`src/rtl/txirq_pkg.sv`:
```
// Package: shared constants and types for the transmit interrupt delay controller.
// Assumes the configuration port is word-addressed with a 2-bit address.
package txirq_pkg;

    // Configuration word addresses
    localparam logic [1:0] ADDR_PKT_RELOAD = 2'd0;
    localparam logic [1:0] ADDR_ABS_RELOAD = 2'd1;
    localparam logic [1:0] ADDR_WB_THRESH  = 2'd2;
    localparam logic [1:0] ADDR_CTRL       = 2'd3;

    // Bit positions within the control word
    localparam int CTRL_MASK_BIT = 0;
    localparam int CTRL_CLR_BIT  = 1;

    // Countdown timer flavour
    typedef enum logic {
        TMR_PER_PKT  = 1'b0,
        TMR_ABSOLUTE = 1'b1
    } tmr_mode_e;

endpackage

```
`src/rtl/txirq_regs.sv`:
```
// Module: configuration registers for the transmit interrupt delay controller.
// Holds both timer reloads, the batch threshold and the mask enable. Decodes
// the write-one-to-clear strobe for the cause bit.
// Assumes TMR_W and TH_W are not larger than CFG_W.
module txirq_regs
    import txirq_pkg::*;
#(
    parameter int CFG_W = 16,
    parameter int TMR_W = 16,
    parameter int TH_W  = 6
) (
    input  logic             clk,
    input  logic             rst_n,
    input  logic             cfg_we,
    input  logic [1:0]       cfg_addr,
    input  logic [CFG_W-1:0] cfg_wdata,
    output logic [TMR_W-1:0] pkt_reload,
    output logic [TMR_W-1:0] abs_reload,
    output logic [TH_W-1:0]  wb_thresh,
    output logic             mask_en,
    output logic             cause_clr
);

    // Register file write: each word is loaded when its address is written
    always_ff @(posedge clk) begin
        if (!rst_n) begin
            pkt_reload <= '0;
            abs_reload <= '0;
            wb_thresh  <= TH_W'(1);
            mask_en    <= 1'b0;
        end else if (cfg_we) begin
            case (cfg_addr)
                ADDR_PKT_RELOAD: pkt_reload <= cfg_wdata[TMR_W-1:0];
                ADDR_ABS_RELOAD: abs_reload <= cfg_wdata[TMR_W-1:0];
                ADDR_WB_THRESH:  wb_thresh  <= cfg_wdata[TH_W-1:0];
                default:         mask_en    <= cfg_wdata[CTRL_MASK_BIT];
            endcase
        end
    end

    // Clear strobe: a write of one to the clear bit of the control word
    always_comb begin
        cause_clr = cfg_we && (cfg_addr == ADDR_CTRL) && cfg_wdata[CTRL_CLR_BIT];
    end

endmodule

```
`src/rtl/txirq_wb_batch.sv`:
```
// Module: write-back batcher. Counts completed descriptors and emits one
// write-back request with the batch size. A request is sent when the count
// reaches the threshold, when a report-status completion arrives, or on a
// flush while completions are pending.
// Assumes a threshold of 0 means 1. The pending count stays below the
// threshold, so it never overflows TH_W bits.
module txirq_wb_batch #(
    parameter int TH_W = 6
) (
    input  logic            clk,
    input  logic            rst_n,
    input  logic            cmpl_valid,
    input  logic            cmpl_rs,
    input  logic            flush,
    input  logic [TH_W-1:0] thresh,
    output logic            wb_req,
    output logic [TH_W-1:0] wb_cnt
);

    logic [TH_W-1:0] pend;
    logic [TH_W-1:0] thr_eff;
    logic [TH_W-1:0] total;
    logic            send;
    logic [TH_W-1:0] send_cnt;

    // Next batch size and the decision whether to send it
    always_comb begin
        thr_eff  = (thresh == '0) ? TH_W'(1) : thresh;
        total    = cmpl_valid ? pend + TH_W'(1) : pend;
        send     = 1'b0;
        send_cnt = total;
        if (cmpl_valid && (cmpl_rs || (total >= thr_eff))) begin
            send = 1'b1;
        end else if (flush && (total != '0)) begin
            send = 1'b1;
        end
    end

    // Pending counter and registered write-back request
    always_ff @(posedge clk) begin
        if (!rst_n) begin
            pend   <= '0;
            wb_req <= 1'b0;
            wb_cnt <= '0;
        end else begin
            wb_req <= send;
            if (send) begin
                wb_cnt <= send_cnt;
                pend   <= '0;
            end else begin
                pend   <= total;
            end
        end
    end

    AST_WB_NONEMPTY: assert property (@(posedge clk) disable iff (!rst_n)
        wb_req |-> (wb_cnt != '0));
    AST_PEND_NO_WRAP: assert property (@(posedge clk) disable iff (!rst_n)
        pend != '1);

endmodule

```
`src/rtl/txirq_timer.sv`:
```
// Module: one countdown timer for delayed interrupts.
// MODE selects the flavour. A per-packet timer reloads on every load request.
// An absolute timer loads only while idle and then runs to zero untouched.
// A reload of zero disables the timer. Stop, driven by the other timer's fire,
// returns the timer to idle and takes priority over a load in the same cycle.
// Fire is a one-cycle pulse in the cycle that the count reaches its end.
module txirq_timer
    import txirq_pkg::*;
#(
    parameter int        TMR_W = 16,
    parameter tmr_mode_e MODE  = TMR_PER_PKT
) (
    input  logic             clk,
    input  logic             rst_n,
    input  logic [TMR_W-1:0] reload,
    input  logic             load,
    input  logic             stop,
    output logic             fire,
    output logic             running
);

    logic [TMR_W-1:0] cnt;
    logic             do_load;

    // Load gating depends on the timer flavour
    generate
        if (MODE == TMR_PER_PKT) begin : g_restart
            always_comb do_load = load && (reload != '0);
        end else begin : g_oneshot
            always_comb do_load = load && (reload != '0) && !running;
        end
    endgenerate

    // Expiry: the last count, unless a restart replaces it this cycle
    always_comb begin
        fire = running && (cnt == TMR_W'(1)) && !do_load;
    end

    // Countdown state
    always_ff @(posedge clk) begin
        if (!rst_n) begin
            running <= 1'b0;
            cnt     <= '0;
        end else if (stop || fire) begin
            running <= 1'b0;
            cnt     <= '0;
        end else if (do_load) begin
            running <= 1'b1;
            cnt     <= reload;
        end else if (running) begin
            cnt     <= cnt - TMR_W'(1);
        end
    end

    AST_TMR_RUN_NONZERO: assert property (@(posedge clk) disable iff (!rst_n)
        running |-> (cnt != '0));

    generate
        if (MODE == TMR_ABSOLUTE) begin : g_abs_chk
            AST_ABS_NO_RESTART: assert property (@(posedge clk) disable iff (!rst_n)
                (running && !stop && !fire) |=> (running && (cnt == $past(cnt) - TMR_W'(1))));
        end
    endgenerate

endmodule

```
`src/rtl/txirq_delay_ctrl.sv`:
```
// Module: transmit interrupt delay controller (top).
// Turns descriptor completions into a sticky write-back cause. The cause is
// raised at once, or after a per-packet or an absolute countdown, and the
// masked interrupt line is driven from it. Write-backs are batched.
// Assumes completion pulses last one cycle. The delay-enable flag is not
// expected in per-vector message mode; behaviour there is undefined.
module txirq_delay_ctrl
    import txirq_pkg::*;
#(
    parameter int CFG_W = 16,
    parameter int TMR_W = 16,
    parameter int TH_W  = 6
) (
    input  logic             clk,
    input  logic             rst_n,
    input  logic             cmpl_valid,
    input  logic             cmpl_rs,
    input  logic             cmpl_ide,
    input  logic             wb_flush,
    input  logic             cfg_we,
    input  logic [1:0]       cfg_addr,
    input  logic [CFG_W-1:0] cfg_wdata,
    output logic             wb_req,
    output logic [TH_W-1:0]  wb_cnt,
    output logic             cause,
    output logic             irq
);

    localparam int NUM_TMR = 2;

    logic [TMR_W-1:0]   pkt_reload;
    logic [TMR_W-1:0]   abs_reload;
    logic [TH_W-1:0]    wb_thresh;
    logic               mask_en;
    logic               cause_clr;
    logic               delays_off;
    logic               imm_hit;
    logic               dly_hit;
    logic [NUM_TMR-1:0] tmr_fire;
    logic [NUM_TMR-1:0] tmr_run;
    logic [TMR_W-1:0]   tmr_reload [NUM_TMR];

    txirq_regs #(
        .CFG_W (CFG_W),
        .TMR_W (TMR_W),
        .TH_W  (TH_W)
    ) u_regs (
        .clk        (clk),
        .rst_n      (rst_n),
        .cfg_we     (cfg_we),
        .cfg_addr   (cfg_addr),
        .cfg_wdata  (cfg_wdata),
        .pkt_reload (pkt_reload),
        .abs_reload (abs_reload),
        .wb_thresh  (wb_thresh),
        .mask_en    (mask_en),
        .cause_clr  (cause_clr)
    );

    txirq_wb_batch #(
        .TH_W (TH_W)
    ) u_batch (
        .clk        (clk),
        .rst_n      (rst_n),
        .cmpl_valid (cmpl_valid),
        .cmpl_rs    (cmpl_rs),
        .flush      (wb_flush),
        .thresh     (wb_thresh),
        .wb_req     (wb_req),
        .wb_cnt     (wb_cnt)
    );

    // Classify a report-status completion as immediate or delayed
    always_comb begin
        delays_off = (pkt_reload == '0) && (abs_reload == '0);
        imm_hit    = cmpl_valid && cmpl_rs && (!cmpl_ide || delays_off);
        dly_hit    = cmpl_valid && cmpl_rs && cmpl_ide && !delays_off;
        tmr_reload[0] = pkt_reload;
        tmr_reload[1] = abs_reload;
    end

    // Timer 0 restarts per packet, timer 1 is absolute; each stops the other
    generate
        for (genvar i = 0; i < NUM_TMR; i++) begin : g_tmr
            localparam tmr_mode_e MODE_I = (i == 0) ? TMR_PER_PKT : TMR_ABSOLUTE;
            txirq_timer #(
                .TMR_W (TMR_W),
                .MODE  (MODE_I)
            ) u_tmr (
                .clk     (clk),
                .rst_n   (rst_n),
                .reload  (tmr_reload[i]),
                .load    (dly_hit),
                .stop    (tmr_fire[NUM_TMR-1-i]),
                .fire    (tmr_fire[i]),
                .running (tmr_run[i])
            );
        end
    endgenerate

    // Sticky cause: any set source wins over a clear in the same cycle
    always_ff @(posedge clk) begin
        if (!rst_n) begin
            cause <= 1'b0;
        end else if (imm_hit || (|tmr_fire)) begin
            cause <= 1'b1;
        end else if (cause_clr) begin
            cause <= 1'b0;
        end
    end

    // Masked interrupt line
    always_comb begin
        irq = cause && mask_en;
    end

    AST_CAUSE_ORIGIN: assert property (@(posedge clk) disable iff (!rst_n)
        $rose(cause) |-> $past(imm_hit || (|tmr_fire)));
    AST_IMM_WRITES_BACK: assert property (@(posedge clk) disable iff (!rst_n)
        imm_hit |=> wb_req);
    AST_CAUSE_STICKY: assert property (@(posedge clk) disable iff (!rst_n)
        (cause && !cause_clr) |=> cause);
    AST_TIMERS_IDLE_AFTER_FIRE: assert property (@(posedge clk) disable iff (!rst_n)
        (|tmr_fire) |=> (tmr_run == '0));
    AST_DELAYED_NOT_IMMEDIATE: assert property (@(posedge clk) disable iff (!rst_n)
        (dly_hit && !cause && !(|tmr_fire) && !(|tmr_run)) |=> !cause);

endmodule

```
`config.mk`:
```
export PLATFORM = sky130hd
export DESIGN_NAME = txirq_delay_ctrl
export DESIGN_NICKNAME = d
export VERILOG_FILES = /design/src/rtl/txirq_pkg.sv /design/src/rtl/txirq_regs.sv /design/src/rtl/txirq_wb_batch.sv /design/src/rtl/txirq_timer.sv /design/src/rtl/txirq_delay_ctrl.sv
export SDC_FILE = /design/constraint.sdc
export NUM_CORES = 1
export LEC_CHECK = 0
export ABC_AREA = 1
export ABC_CLOCK_PERIOD_IN_PS = 6350
export BUFFER_PORTS_ARGS = -buffer_cell sky130_fd_sc_hd__buf_2
export CORE_AREA = 2 2 77 135
export DETAILED_ROUTE_END_ITERATION = 8
export DIE_AREA = 0 0 79 137
export PLACE_DENSITY = 0.67
export SLEW_MARGIN = 20
export SYNTH_ARGS = -nofsm -noshare
export SYNTH_HDL_FRONTEND = slang
export SYNTH_SLANG_ARGS = --single-unit
```
`constraint.sdc`:
```
create_clock -name clk -period 6.35 [get_ports clk]
set_input_delay 1.5875 -clock clk [delete_from_list [all_inputs] [get_ports clk]]
set_output_delay 1.5875 -clock clk [all_outputs]
set_load 0.02 [all_outputs]
```
==> metrics.md <==
| Metric | Value |
|---|---|
| Status | `finished, final reports clean` |
| WHS Endpoint | `u_regs.mask_en` |
| Die height | `137 microns` |
| Gate power share | `23.4%` |
| DRC | `0` |
| NetSw | `485 uW` |
| Layout cells sized above 1 | `12.8%` |
| CTS max path bufs | `2` |
| Most area-consuming cells after synthesis | `dfxtp_1, nand2_1, nor2_1, nand3_1, inv_1` |
| Worst-margin pin slew | `0.853 ns` |
| Final hold vios | `0` |
| Utilization after layout | `53.8%` |
| Latest clock arrival within the worst-skew pair | `0.35 ns` |
| Max FO, Critical Path | `24` |
| Largest net degree at the start of global routing | `56` |
| Top Ports | `34` |
| DRT Pass-1 Iters | `5` |
| Required @ worst endpoint | `6.64 ns` |
| Post-route ant nets | `0` |
| Crit Reg-Reg Endpoint | `u_batch.wb_cnt[4]` |
| Synth warn | `0` |
| Initial antenna violation count | `0` |
| Hold-critical path depth | `2` |
| CTS clock-pin slew for the worst setup and hold paths | `0.07 ns` |
| Netlist cell types | `37` |
| Worst slew margin | `43.1%` |
| Mapped Avg Cell Area | `6.69 sq um` |
| Final instance area | `0.00524 sq mm` |
| Startpoint types | `input pin` |
| Syn nets | `749` |
| Routed WL per cell | `14.7 microns` |
| Number of global-route vias before repair | `4324` |
| Crit path time final | `3.24 ns` |
| TritonCTS Buffers | `9` |
| Antenna diodes | `0` |
| Internal power | `970 uW` |
| GRT overflow | `0` |
| Iter 0 DRT Violations | `275` |
| Row cnt | `48` |
| RSZ-0062 raised after global routing | `no` |
| Cell area power density | `278 mW/mm^2` |
| Most frequent cells in the layout | `nand2_1, nor2_1, dfxtp_1` |
| Setup repair bufs after CTS | `0` |
| Initial Util | `49.0%` |
| Clock Skews | `0.00522 ns` |
| Synth top area share | `36.5%` |
| Via count | `4586` |
| Peak supply drop | `222 uV` |
| Max Cap Viol | `0` |
| Worst R2R Setup Slack | `4.10 ns` |
| Worst setup path category | `in2reg` |
| Finish-stage setup viols | `0` |
| Full die area | `0.0108 sq mm` |
| Hold_sp | `u_regs.mask_en` |
| Core area | `0.00973 sq mm` |
| Hold Buf Count CTS | `0` |
| Hold/Removal Path Class | `reg2reg` |
| Reg power frac | `42.0%` |
| Placed Area | `0.00496 sq mm` |
| Area leader, netlist | `dfxtp_1` |
| CTS tree | `done` |
| Worst EP arrival | `3.53 ns` |
| Cells after synthesis | `713` |
| Max Transition Viols Final | `0` |
| Sw frac | `33.3%` |
| Critical path capture point type | `flip-flop` |
| Max Clock Freq | `0.308 GHz` |
| Seq/Total Area, Yosys | `36.5%` |
| Mapped cell area | `0.00477 sq mm` |
| R2R Path Start | `u_batch.pend[0]` |
| Buffers on Ports | `33` |
| Routability Congestion | `0.915` |
| Seq cells post-synth | `87` |
| Final cycle utilization of the critical path | `51.1%` |
| Sum Neg Setup Slack | `0 ns` |
| H-tree Lvls | `3` |
| Clock Sinks | `87` |
| Via density | `5.30` |
| Post_cts resized | `0` |
| Area growth, synth to finish | `9.75%` |
| Clock power share | `34.6%` |
| Leakage | `0.00253 uW` |
| Wirelength, routed | `12700 microns` |
| Hpwl dp | `9980 microns` |
| Final net count | `771` |
| All-Layer GR Usage | `24.8%` |
| Die width | `79 microns` |
| Root Buffer | `clkbuf_16` |
| First-pass GRT wire length | `20700 microns` |
| Reg2Reg Depth | `14` |
| Leading cell type in the layout, fill and taps excluded | `nand2_1` |
[power groups by stage]
stage | registers (uW) | clock network, uW | logic, uW
CTS | 611 | 508 | 339
finish | 612 | 504 | 340
global route | 616 | 529 | 385
detailed placement | 624 | 0 | 337
floorplan | 615 | 0 | 268
global placement | 623 | 0 | 330
[layout make-up]
cell class	instances	area [sq um]
Sequential cell	87	1740
Timing Repair Buffer	34	173
Clock buffer	10	229
Tap cell	125	156
Multi-Input combinational cell	521	2580
Clock inverter	6	51.3
Fill cell	1009	4490
Inverter	82	308
[through the flow]
step	power, uW	std cells	setup slack (ns)	hold WS (ns)
after global placement	953	849	2.79	0.436
after global routing	1530	865	2.88	0.475
after CTS	1460	865	3.08	0.462
after detailed placement	960	849	2.73	0.453
final	1460	865	3.11	0.461
after floorplan	883	713	3.20	0.424
[Yosys cell counts]
cell type and n:
a21boi_4 1, a21o_1 1, a21oi_1 33, a31o_2 1
buf_1 1, buf_12 1, buf_2 6, buf_4 1
buf_6 4, clkbuf_1 10, clkinv_1 2, dfxtp_1 87
ha_1 11, inv_1 75, inv_2 5, nand2_1 146
nand2_2 6, nand2_4 5, nand3_1 65, nand3_2 3
nand3_4 1, nand3b_1 3, nand4_1 12, nor2_1 131
nor2_2 15, nor2_4 4, nor2_8 1, nor3_1 4
nor3_2 1, o211ai_1 5, o21a_1 1, o21ai_0 48
o21ai_1 7, o22ai_1 2, or2_2 3, xnor2_1 5
xor2_1 6
[worst max-delay path by stage]
stage          slack (ns)                     to  depth (start not counted)  startpoint
2_1_floorplan        3.20      u_batch.wb_cnt[0]                         15  cmpl_valid
3_3_place_gp         2.79  g_tmr[0].u_tmr.cnt[0]                          9  cmpl_valid
3_5_place_dp         2.73  g_tmr[0].u_tmr.cnt[0]                          9  cmpl_valid
4_1_cts              3.08  g_tmr[0].u_tmr.cnt[0]                          9  cmpl_valid
5_1_grt              2.88      u_batch.wb_cnt[0]                         15  cmpl_valid
6_report             3.11  g_tmr[0].u_tmr.cnt[0]                          9  cmpl_valid
[worst max-delay path: stages]
cell,delay (ns)
buf_2,0.23
nand2_4,0.10
nor2_8,0.14
nand2_2,0.26
nand2_1,0.17
nand3_2,0.47
inv_2,0.37
o21ai_0,0.13
inv_1,0.06
[cells by family (layout without fill, tap and decap cells)]
family	count (synthesis)	in the layout	share of synthesized area (%)
buffers and inverters	105	132	9.47
and+or+nand+nor	400	400	38.0
DFF	87	87	36.5
adders and majority gates	11	11	2.88
AOI/OAI and AO/OA	99	99	11.2
xor gates and xnor gates	11	11	2.02
[layer usage]
metal / up-vias / share of wire, % / global-route usage [%]
li1: 2323 / - / -
met1: 2126 / 38 / 25.9
met2: 107 / 55 / 47.0
met3: 30 / 3.8 / 4.22
met4: 0 / 3.6 / 11.5
met5: - / 0 / 0
[state kept, by name, summed over array words and instances (netlist names)]
| signal | cells |
|---|---|
| g_tmr.u_tmr.cnt | 32 |
| u_regs.abs_reload | 16 |
| u_regs.pkt_reload | 16 |
| u_batch.pend | 6 |
| u_batch.wb_cnt | 6 |
| u_regs.wb_thresh | 6 |
| g_tmr.u_tmr.running | 2 |
| cause | 1 |
| u_batch.wb_req | 1 |
| u_regs.mask_en | 1 |
Note: power is estimated with default switching activity, not from simulation.
